**src/rtl/acq_pkg.sv**
```systemverilog
package acq_pkg;
  localparam int BYTE_W = 8;
  localparam int ADDR_W = 7;
  localparam int CNT_W  = $clog2(BYTE_W + 1);

  typedef enum logic [2:0] {
    ST_IDLE   = 3'd0,
    ST_ADDR   = 3'd1,
    ST_ACK_RX = 3'd2,
    ST_RX     = 3'd3,
    ST_TX     = 3'd4,
    ST_ACK_TX = 3'd5
  } fsm_e;
endpackage

```
**src/rtl/line_sync.sv**
```systemverilog
module line_sync #(
  parameter int STAGES = 2
) (
  input  logic clk,
  input  logic rst_n,
  input  logic din,
  output logic q,
  output logic rise,
  output logic fall
);
  logic [STAGES-1:0] chain;
  logic              prev;

  // the bus idles high, so every stage resets to 1
  for (genvar i = 0; i < STAGES; i++) begin : g_stage
    if (i == 0) begin : g_first
      always_ff @(posedge clk or negedge rst_n)
        if (!rst_n) chain[0] <= 1'b1;
        else        chain[0] <= din;
    end else begin : g_next
      always_ff @(posedge clk or negedge rst_n)
        if (!rst_n) chain[i] <= 1'b1;
        else        chain[i] <= chain[i-1];
    end
  end

  always_ff @(posedge clk or negedge rst_n)
    if (!rst_n) prev <= 1'b1;
    else        prev <= chain[STAGES-1];

  assign q    = chain[STAGES-1];
  assign rise = q & ~prev;
  assign fall = ~q & prev;
endmodule

```
**src/rtl/bus_events.sv**
```systemverilog
module bus_events #(
  parameter int STAGES = 2
) (
  input  logic clk,
  input  logic rst_n,
  input  logic scl_i,
  input  logic sda_i,
  output logic scl_s,
  output logic sda_s,
  output logic scl_rise,
  output logic scl_fall,
  output logic start_det,
  output logic stop_det
);
  logic sda_rise, sda_fall;

  line_sync #(.STAGES(STAGES)) u_scl (
    .clk(clk), .rst_n(rst_n), .din(scl_i),
    .q(scl_s), .rise(scl_rise), .fall(scl_fall)
  );

  line_sync #(.STAGES(STAGES)) u_sda (
    .clk(clk), .rst_n(rst_n), .din(sda_i),
    .q(sda_s), .rise(sda_rise), .fall(sda_fall)
  );

  // data edges while the clock is high are bus conditions
  assign start_det = scl_s & sda_fall;
  assign stop_det  = scl_s & sda_rise;
endmodule

```
**src/rtl/xfer_fsm.sv**
```systemverilog
module xfer_fsm
  import acq_pkg::*;
#(
  parameter int                     PIN_W     = 3,
  parameter logic [ADDR_W-PIN_W-1:0] FIXED_HI = 4'b1001
) (
  input  logic              clk,
  input  logic              rst_n,
  input  logic              scl_rise,
  input  logic              scl_fall,
  input  logic              sda_s,
  input  logic              start_det,
  input  logic              stop_det,
  input  logic [PIN_W-1:0]  addr_pins,
  input  logic [BYTE_W-1:0] tx_byte,
  output logic [BYTE_W-1:0] rx_byte,
  output logic              ctrl_we,
  output logic              dac_we,
  output logic              conv_start,
  output logic              sda_pull,
  output logic [2:0]        state_o
);
  localparam logic [CNT_W-1:0] FULL = CNT_W'(BYTE_W);
  localparam logic [CNT_W-1:0] LAST = CNT_W'(BYTE_W - 1);

  fsm_e              state;
  logic [CNT_W-1:0]  bitcnt;
  logic [BYTE_W-1:0] rx_sh, tx_sh;
  logic              is_read, first_data, m_ack;
  logic [ADDR_W-1:0] my_addr;

  assign my_addr = {FIXED_HI, addr_pins};
  assign rx_byte = rx_sh;
  assign state_o = state;

  always_ff @(posedge clk or negedge rst_n) begin
    if (!rst_n) begin
      state      <= ST_IDLE;
      bitcnt     <= '0;
      rx_sh      <= '0;
      tx_sh      <= '0;
      is_read    <= 1'b0;
      first_data <= 1'b0;
      m_ack      <= 1'b0;
      ctrl_we    <= 1'b0;
      dac_we     <= 1'b0;
      conv_start <= 1'b0;
      sda_pull   <= 1'b0;
    end else begin
      ctrl_we    <= 1'b0;
      dac_we     <= 1'b0;
      conv_start <= 1'b0;
      if (start_det) begin
        state      <= ST_ADDR;
        bitcnt     <= '0;
        first_data <= 1'b1;
        sda_pull   <= 1'b0;
      end else if (stop_det) begin
        state    <= ST_IDLE;
        sda_pull <= 1'b0;
      end else begin
        unique case (state)
          ST_ADDR, ST_RX: begin
            if (scl_rise) begin
              rx_sh  <= {rx_sh[BYTE_W-2:0], sda_s};
              bitcnt <= bitcnt + 1'b1;
            end else if (scl_fall && bitcnt == FULL) begin
              bitcnt <= '0;
              if (state == ST_ADDR) begin
                if (rx_sh[BYTE_W-1:1] == my_addr) begin
                  is_read  <= rx_sh[0];
                  sda_pull <= 1'b1;
                  state    <= ST_ACK_RX;
                end else begin
                  state <= ST_IDLE;
                end
              end else begin
                ctrl_we    <= first_data;
                dac_we     <= ~first_data;
                first_data <= 1'b0;
                sda_pull   <= 1'b1;
                state      <= ST_ACK_RX;
              end
            end
          end
          ST_ACK_RX: begin
            if (scl_fall) begin
              bitcnt <= '0;
              if (is_read) begin
                tx_sh      <= tx_byte;
                sda_pull   <= ~tx_byte[BYTE_W-1];
                conv_start <= 1'b1;
                state      <= ST_TX;
              end else begin
                sda_pull <= 1'b0;
                state    <= ST_RX;
              end
            end
          end
          ST_TX: begin
            if (scl_fall) begin
              if (bitcnt == LAST) begin
                bitcnt   <= '0;
                sda_pull <= 1'b0;
                state    <= ST_ACK_TX;
              end else begin
                tx_sh    <= tx_sh << 1;
                sda_pull <= ~tx_sh[BYTE_W-2];
                bitcnt   <= bitcnt + 1'b1;
              end
            end
          end
          ST_ACK_TX: begin
            if (scl_rise) begin
              m_ack <= ~sda_s;
            end else if (scl_fall) begin
              if (m_ack) begin
                tx_sh      <= tx_byte;
                sda_pull   <= ~tx_byte[BYTE_W-1];
                conv_start <= 1'b1;
                state      <= ST_TX;
              end else begin
                state <= ST_IDLE;
              end
            end
          end
          default: ;
        endcase
      end
    end
  end
endmodule

```
**src/rtl/acq_bus_slave.sv**
```systemverilog
module acq_bus_slave
  import acq_pkg::*;
#(
  parameter int                      SYNC_STAGES = 2,
  parameter int                      PIN_W       = 3,
  parameter logic [ADDR_W-PIN_W-1:0] FIXED_HI    = 4'b1001,
  parameter logic [BYTE_W-1:0]       RESULT_INIT = 8'h80
) (
  input  logic              clk,
  input  logic              rst_n,
  input  logic              scl_i,
  input  logic              sda_i,
  output logic              sda_pull,
  input  logic [PIN_W-1:0]  addr_pins,
  output logic [BYTE_W-1:0] ctrl_q,
  output logic [BYTE_W-1:0] dac_q,
  output logic              dac_valid,
  output logic              conv_start,
  input  logic              res_valid,
  input  logic [BYTE_W-1:0] res_data
);
  logic              scl_s, sda_s, scl_rise, scl_fall, start_det, stop_det;
  logic [BYTE_W-1:0] rx_byte, result_q;
  logic              ctrl_we, dac_we;
  logic [2:0]        fsm_state;

  bus_events #(.STAGES(SYNC_STAGES)) u_events (
    .clk(clk), .rst_n(rst_n), .scl_i(scl_i), .sda_i(sda_i),
    .scl_s(scl_s), .sda_s(sda_s), .scl_rise(scl_rise), .scl_fall(scl_fall),
    .start_det(start_det), .stop_det(stop_det)
  );

  xfer_fsm #(.PIN_W(PIN_W), .FIXED_HI(FIXED_HI)) u_fsm (
    .clk(clk), .rst_n(rst_n), .scl_rise(scl_rise), .scl_fall(scl_fall),
    .sda_s(sda_s), .start_det(start_det), .stop_det(stop_det),
    .addr_pins(addr_pins), .tx_byte(result_q), .rx_byte(rx_byte),
    .ctrl_we(ctrl_we), .dac_we(dac_we), .conv_start(conv_start),
    .sda_pull(sda_pull), .state_o(fsm_state)
  );

  always_ff @(posedge clk or negedge rst_n) begin
    if (!rst_n) begin
      ctrl_q    <= '0;
      dac_q     <= '0;
      dac_valid <= 1'b0;
      result_q  <= RESULT_INIT;
    end else begin
      if (ctrl_we)   ctrl_q   <= rx_byte;
      if (dac_we)    dac_q    <= rx_byte;
      dac_valid <= dac_we;
      if (res_valid) result_q <= res_data;
    end
  end
endmodule

```
**config.mk**
```make
export PLATFORM = sky130hd
export DESIGN_NAME = acq_bus_slave
export DESIGN_NICKNAME = d
export VERILOG_FILES = /design/src/rtl/acq_pkg.sv /design/src/rtl/line_sync.sv /design/src/rtl/bus_events.sv /design/src/rtl/xfer_fsm.sv /design/src/rtl/acq_bus_slave.sv
export SDC_FILE = /design/constraint.sdc
export NUM_CORES = 1
export LEC_CHECK = 0
export ABC_AREA = 1
export ABC_CLOCK_PERIOD_IN_PS = 3100
export CAP_MARGIN = 20
export CORE_AREA = 2 2 73 75
export CTS_CLUSTER_DIAMETER = 60
export DETAILED_ROUTE_END_ITERATION = 16
export DIE_AREA = 0 0 75 77
export PLACE_DENSITY = 0.82
export RECOVER_POWER = 25
export SETUP_SLACK_MARGIN = 0.5
export SLEW_MARGIN = 20
export SYNTH_ARGS = -nofsm -noshare
export SYNTH_HDL_FRONTEND = slang
export SYNTH_HIERARCHICAL = 1
export SYNTH_SLANG_ARGS = --single-unit
```
**constraint.sdc**
```tcl
create_clock -name clk -period 3.1 [get_ports clk]
set_input_delay 0.775 -clock clk [delete_from_list [all_inputs] [get_ports clk]]
set_output_delay 0.775 -clock clk [all_outputs]
set_load 0.05 [all_outputs]
```
After elaboration in Yosys (flattened, before gate mapping)
Index checks and enable logic that the tools add are counted.
{ "totals": {"regBits": 60, "wordCells": 153, "output_inout_bits": 19, "inputBits": 16} }
{ "classes": {"muxes": 70, "n_eq_ne": 30, "addsub": 1, "bitwise": 16, "reduce_logical": 15} }
{ "op_table": {"columns": ["operator", "count"], "rows": [
  ["$mux 7", 7],
  ["$mux 1", 38],
  ["$mux 3", 11],
  ["$mux 4", 7],
  ["$ne 4x3->1 const B", 7],
  ["$pmux 7 s3", 1],
  ["$ne 2x1->1 const B", 6],
  ["$pmux 3 s4", 1],
  ["$pmux 4 s3", 1],
  ["$not 1->1", 10],
  ["$reduce_and 10->1", 1],
  ["$reduce_and 5->1", 2],
  ["$reduce_and 9->1", 1],
  ["$ne 2x2->1 const B", 4],
  ["$ne 4x4->1 const B", 2],
  ["$reduce_and 4->1", 2],
  ["$reduce_and 8->1", 1],
  ["$eq 7x7->1", 1],
  ["$reduce_and 7->1", 1],
  ["$and 1x1->1", 6],
  ["$eq 3x2->1 const B", 2],
  ["$eq 3x3->1 const B", 2],
  ["$ne 3x2->1 const B", 2],
  ["$reduce_bool 6->1", 1],
  ["13 further kinds", 15]
]} }

Logic depth before layout (Yosys ltp)
{ "depth": {"depth_word": 8, "ltp_mapped": 13, "ltp_nobuf": 12} }

By module
Netlist, hierarchy kept.
{ "modules_own_cells": {"columns": ["module", "area_per_inst_um2", "seq_area_each_um2", "n_inst", "cells_per_inst"], "rows": [
  ["xfer_fsm", 1731.7, 725.7, 1, 219],
  ["acq_bus_slave", 942.2, 626.9, 1, 103],
  ["line_sync", 93.8, 78.8, 2, 7],
  ["bus_events", 15.0, 0.0, 1, 4]
]} }

Worst setup path before layout
No wires, ideal clock.
{ "synth_path": {"kind": "register to register", "startpoint": "register u_events.u_sda.chain[1] (netlist: u_events/u_sda/q)", "endpoint": "register u_fsm.is_read", "arrival_time_ns": 1.600, "n_path_buf": 1, "path_stages_with_launch": 11, "setup_ns": 0.120, "required_ns": 2.980, "period_less_slack_ns": 1.720, "slack_ns": 1.380, "path_cell_list": "dfstp_2 -> nor2_1 -> nand2_1 -> inv_1 -> buf_2 -> nor2_4 -> inv_1 -> nor3_1 -> nand4_1 -> o21ai_0 -> inv_1"} }
{ "synth_between": {"elab_chain_len": 5, "elab_cells_between_ends": 8, "cone_classes": "bitwise: 7; reduce/logical: 1"} }
{ "synth_rtl": {"columns": ["item", "line_no", "source"], "rows": [
  ["start, declared", "line_sync.sv:11", "logic [STAGES-1:0] chain;"],
  ["start signal, assigned by index", "line_sync.sv:23", "else chain[i] <= chain[i-1];"],
  ["$not 1->1", "line_sync.sv:33", "assign fall = ~q & prev;"],
  ["$and 1x1->1", "line_sync.sv:33", null],
  ["named net u_events.sda_fall", "bus_events.sv:15", "logic sda_rise, sda_fall;"],
  ["$and 1x1->1", "bus_events.sv:28", "assign start_det = scl_s & sda_fall;"],
  ["named net start_det", "acq_bus_slave.sv:22", "logic scl_s, sda_s, scl_rise, scl_fall, start_det, stop_det;"],
  ["$not 1->1 (no source line)", null, null],
  ["$reduce_and 7->1 (no source line)", null, null],
  ["end signal, assigned", "xfer_fsm.sv:71", "is_read <= rx_sh[0];"],
  ["end, declared", "xfer_fsm.sv:29", "logic is_read, first_data, m_ack;"]
]} }
The timed path passes the listed nets, and every way through them passes these cells.
A chain may end at the register's enable or synchronous reset.

Final worst setup path
{ "layout_path": {"startpoint": "register ctrl_q[2]", "endpoint": "output ctrl_q[2]"} }
{ "layout_lines": {"columns": ["item", "line_no", "source"], "rows": [
  ["start, declared", "acq_bus_slave.sv:15", "output logic [BYTE_W-1:0] ctrl_q,"],
  ["start signal, assigned", "acq_bus_slave.sv:48", "if (ctrl_we) ctrl_q <= rx_byte;"]
]} }
No word-level cell between the ends.

==> flow_summary.toml <==
[layout]
fill_cells = 386
diodes = 0
fin_nets = 397
stdcell_count = 454
syn_to_final_growth_pct = 20.3
final_common_cell = "nand2_1"
drive_gt1_share_pct = 13.5
most-common-layout-cells = "nand2_1, dfrtp_1, inv_1"

[critical_path]
arrival_ns = 1.51
crit_path_top_delay_cell = "clkdlybuf4s50_1"
start_kind = "flop"
r2r_cells = 8
required_ns = 2.32
max_stage_delay_ns = 0.81
cp_max_fo = 2
worstPathCellList = "clkdlybuf4s50_1"
rr_startpoint = "u_fsm/state_o[2]"
r2r_slack_ns = 0.87
reg2reg_to = "u_fsm/tx_sh[2]"
crit_path_end_kind = "output pin"
path_class = "flop to output pin"
path_delay_family = "buffers and inverters"
crit_buf_inv = 1

[clock_tree]
clk_pin_slew_ns = 0.07
insertion_delay_ns = 0.34
clock_path_buffers = 2
post_cts_resized = 0
postCtsHoldBufs = 0
clock_sinks = 60
cts_setup_buffers = 0
tritoncts = "built"
htreeDepth = 3
cts-root-buf = "clkbuf_8"
numCtsBuffers = 9

[yosys]
ys_seq_area_share_pct = 52.5
yosysTopAreaCellShare_pct = 46.1
synth_edf_count = 0
synth_seq_cells = 60
synth_ff_type = "dfrtp_1"
syn_area_per_cell_sq_um = 8.46
yosys.area.top_type = "dfrtp_1"
synth_nets = 358
syn_area_sq_um = 2880
synth_area_leaders = "dfrtp_1, nand2_1, dfstp_2"
yosysWarnings = 6
synthCells = 340
ys_types = 28
async_reset_ff_share_pct = 100

[global_routing]
grt.total_usage_pct = 22.8
grt_pass1_vias = 2226
antenna_found_initial = 0
grt-ovfl-total = 0
grt_max_degree = 32
grt_pass1_wl_mm = 9.93

[power]
power_density_nw_per_um2 = 781
leakagePower_nw = 1.79
p_total_mw = 2.70
ir_drop_mv = 0.435

[job]
drv_cap = 1

[placement]
gp_congestion = 0.940
dp.cells = 438
dp_hpwl_mm = 4.16
port_buffers = 34
dpl_worst_slack_ns = 1.03

[timing]
setup_tns_ns = 0
tightest_slew_ns = 1.71
slew_viol_final = 31
rsz0062_at_grt = "false"
final_hold_viol_count = 0
min_period_ns = 2.28
period_share_pct = 73.7
setup_ws_ns = 0.817
setup_viol = 0
fin_worst_skew_ns = 0.0112
fmax_ghz = 0.438
slew_headroom_pct = -14.3

[die]
die-area_sq_um = 5780
die_h_microns = 77
ios = 35
start_util_pct = 57.8
core_sq_um = 4980
die_w_microns = 75
rows = 26

[detailed_routing]
avgViaCountPerCell = 5.11
wl_per_cell_microns = 13.1
drc_errors = 0
antenna_left = 0
first_iter_violations = 265
wirelength_mm = 5.94
first_pass_iters = 5
vias = 2322

[run_status]
run_status = "finished with violations"
violations = "max-capacitance violations, max-slew violations"

[min_path]
whs_path_depth = 0
holdCritPathClass = "flop to flop"
holdCritStartpoint = "u_events/u_sda/chain[0]"
hold_end = "u_events/u_sda/q"
==> how the worst max path moves through the flow <==
| stage | from | end | slack (ns) | cells after the start |
|---|---|---|---|---|
| 2_1_floorplan | u_events/u_sda/q | u_fsm/is_read | 1.38 | 10 |
| 3_3_place_gp | addr_pins[1] | u_fsm/sda_pull | 1.05 | 12 |
| 3_5_place_dp | u_fsm/state_o[2] | u_fsm/tx_sh[1] | 1.03 | 8 |
| 4_1_cts | ctrl_q[2] | ctrl_q[2] | 0.81 | 1 |
| 5_1_grt | u_fsm/state_o[2] | u_fsm/tx_sh[6] | 0.73 | 8 |
| 6_report | ctrl_q[2] | ctrl_q[2] | 0.82 | 1 |
==> cell usage after synthesis (4+ instances only) <==
| cell type | number |
|---|---|
| nand2_1 | 126 |
| nand3_2 | 4 |
| nor2_2 | 4 |
| o21ai_1 | 5 |
| nand4_1 | 4 |
| o21ai_2 | 7 |
| nand3_1 | 17 |
| mux2i_1 | 6 |
| nor2_1 | 25 |
| inv_2 | 5 |
| o21ai_0 | 8 |
| nand2_2 | 7 |
| dfrtp_1 | 53 |
| buf_6 | 5 |
| inv_1 | 30 |
| a21oi_1 | 9 |
| dfstp_2 | 7 |
==> kinds of logic after synthesis <==
family / count (synthesis) / synth area share (%)
AOI/OAI and AO/OA: 32 / 6.83
xor gates and xnor gates: 2 / 0.609
adders and majority gates: 2 / 0.870
buffers and inverters: 43 / 7.09
DFF: 60 / 52.5
muxes: 9 / 3.26
and+or+nand+nor: 192 / 28.8
==> state kept, by name, summed over array words and instances, names as in the netlist, 3 cells and up <==
signal,cells
ctrl_q,8
dac_q,8
result_q,8
u_fsm/rx_byte,8
u_fsm/tx_sh,7
u_fsm/bitcnt,4
u_fsm/state_o,3
==> final cells by class <==
type	count	area (sq um)	share of cell area [%]
sequential	60	1510	43.6
tap	70	87.6	2.53
inverter	36	138	3.98
clock buffer	12	135	3.90
multi-input combinational	237	1160	33.6
clock inverter	4	73.8	2.13
timing repair buffer	35	354	10.2
==> per-stage QoR <==
| step | instance area, sq um | hold WS (ns) | util (%) |
|---|---|---|---|
| after global placement | 3250 | 0.346 | 65.4 |
| after detailed placement | 3250 | 0.347 | 65.4 |
| after global routing | 3460 | 0.366 | 69.5 |
| after floorplan | 2880 | 0.345 | - |
| after CTS | 3460 | 0.357 | 69.6 |
| final | 3460 | 0.361 | 69.5 |
==> routing by layer <==
layer	global-route usage, %	vias to the layer above	part of all wire (%)
met3	6.70	11	5.6
met2	34.5	79	47
met1	31.3	1084	46
met4	7.50	0	1.2
met5	0	-	0
li1	-	1148	-
==> where the power goes <==
group,switching [mW],leakage (nW),internal [mW]
logic,0.556,0.920,0.306
clock network,0.305,0.105,0.454
registers,0.153,0.767,0.927
total,1.01,1.79,1.69
(Power assumes the default switching activity.)
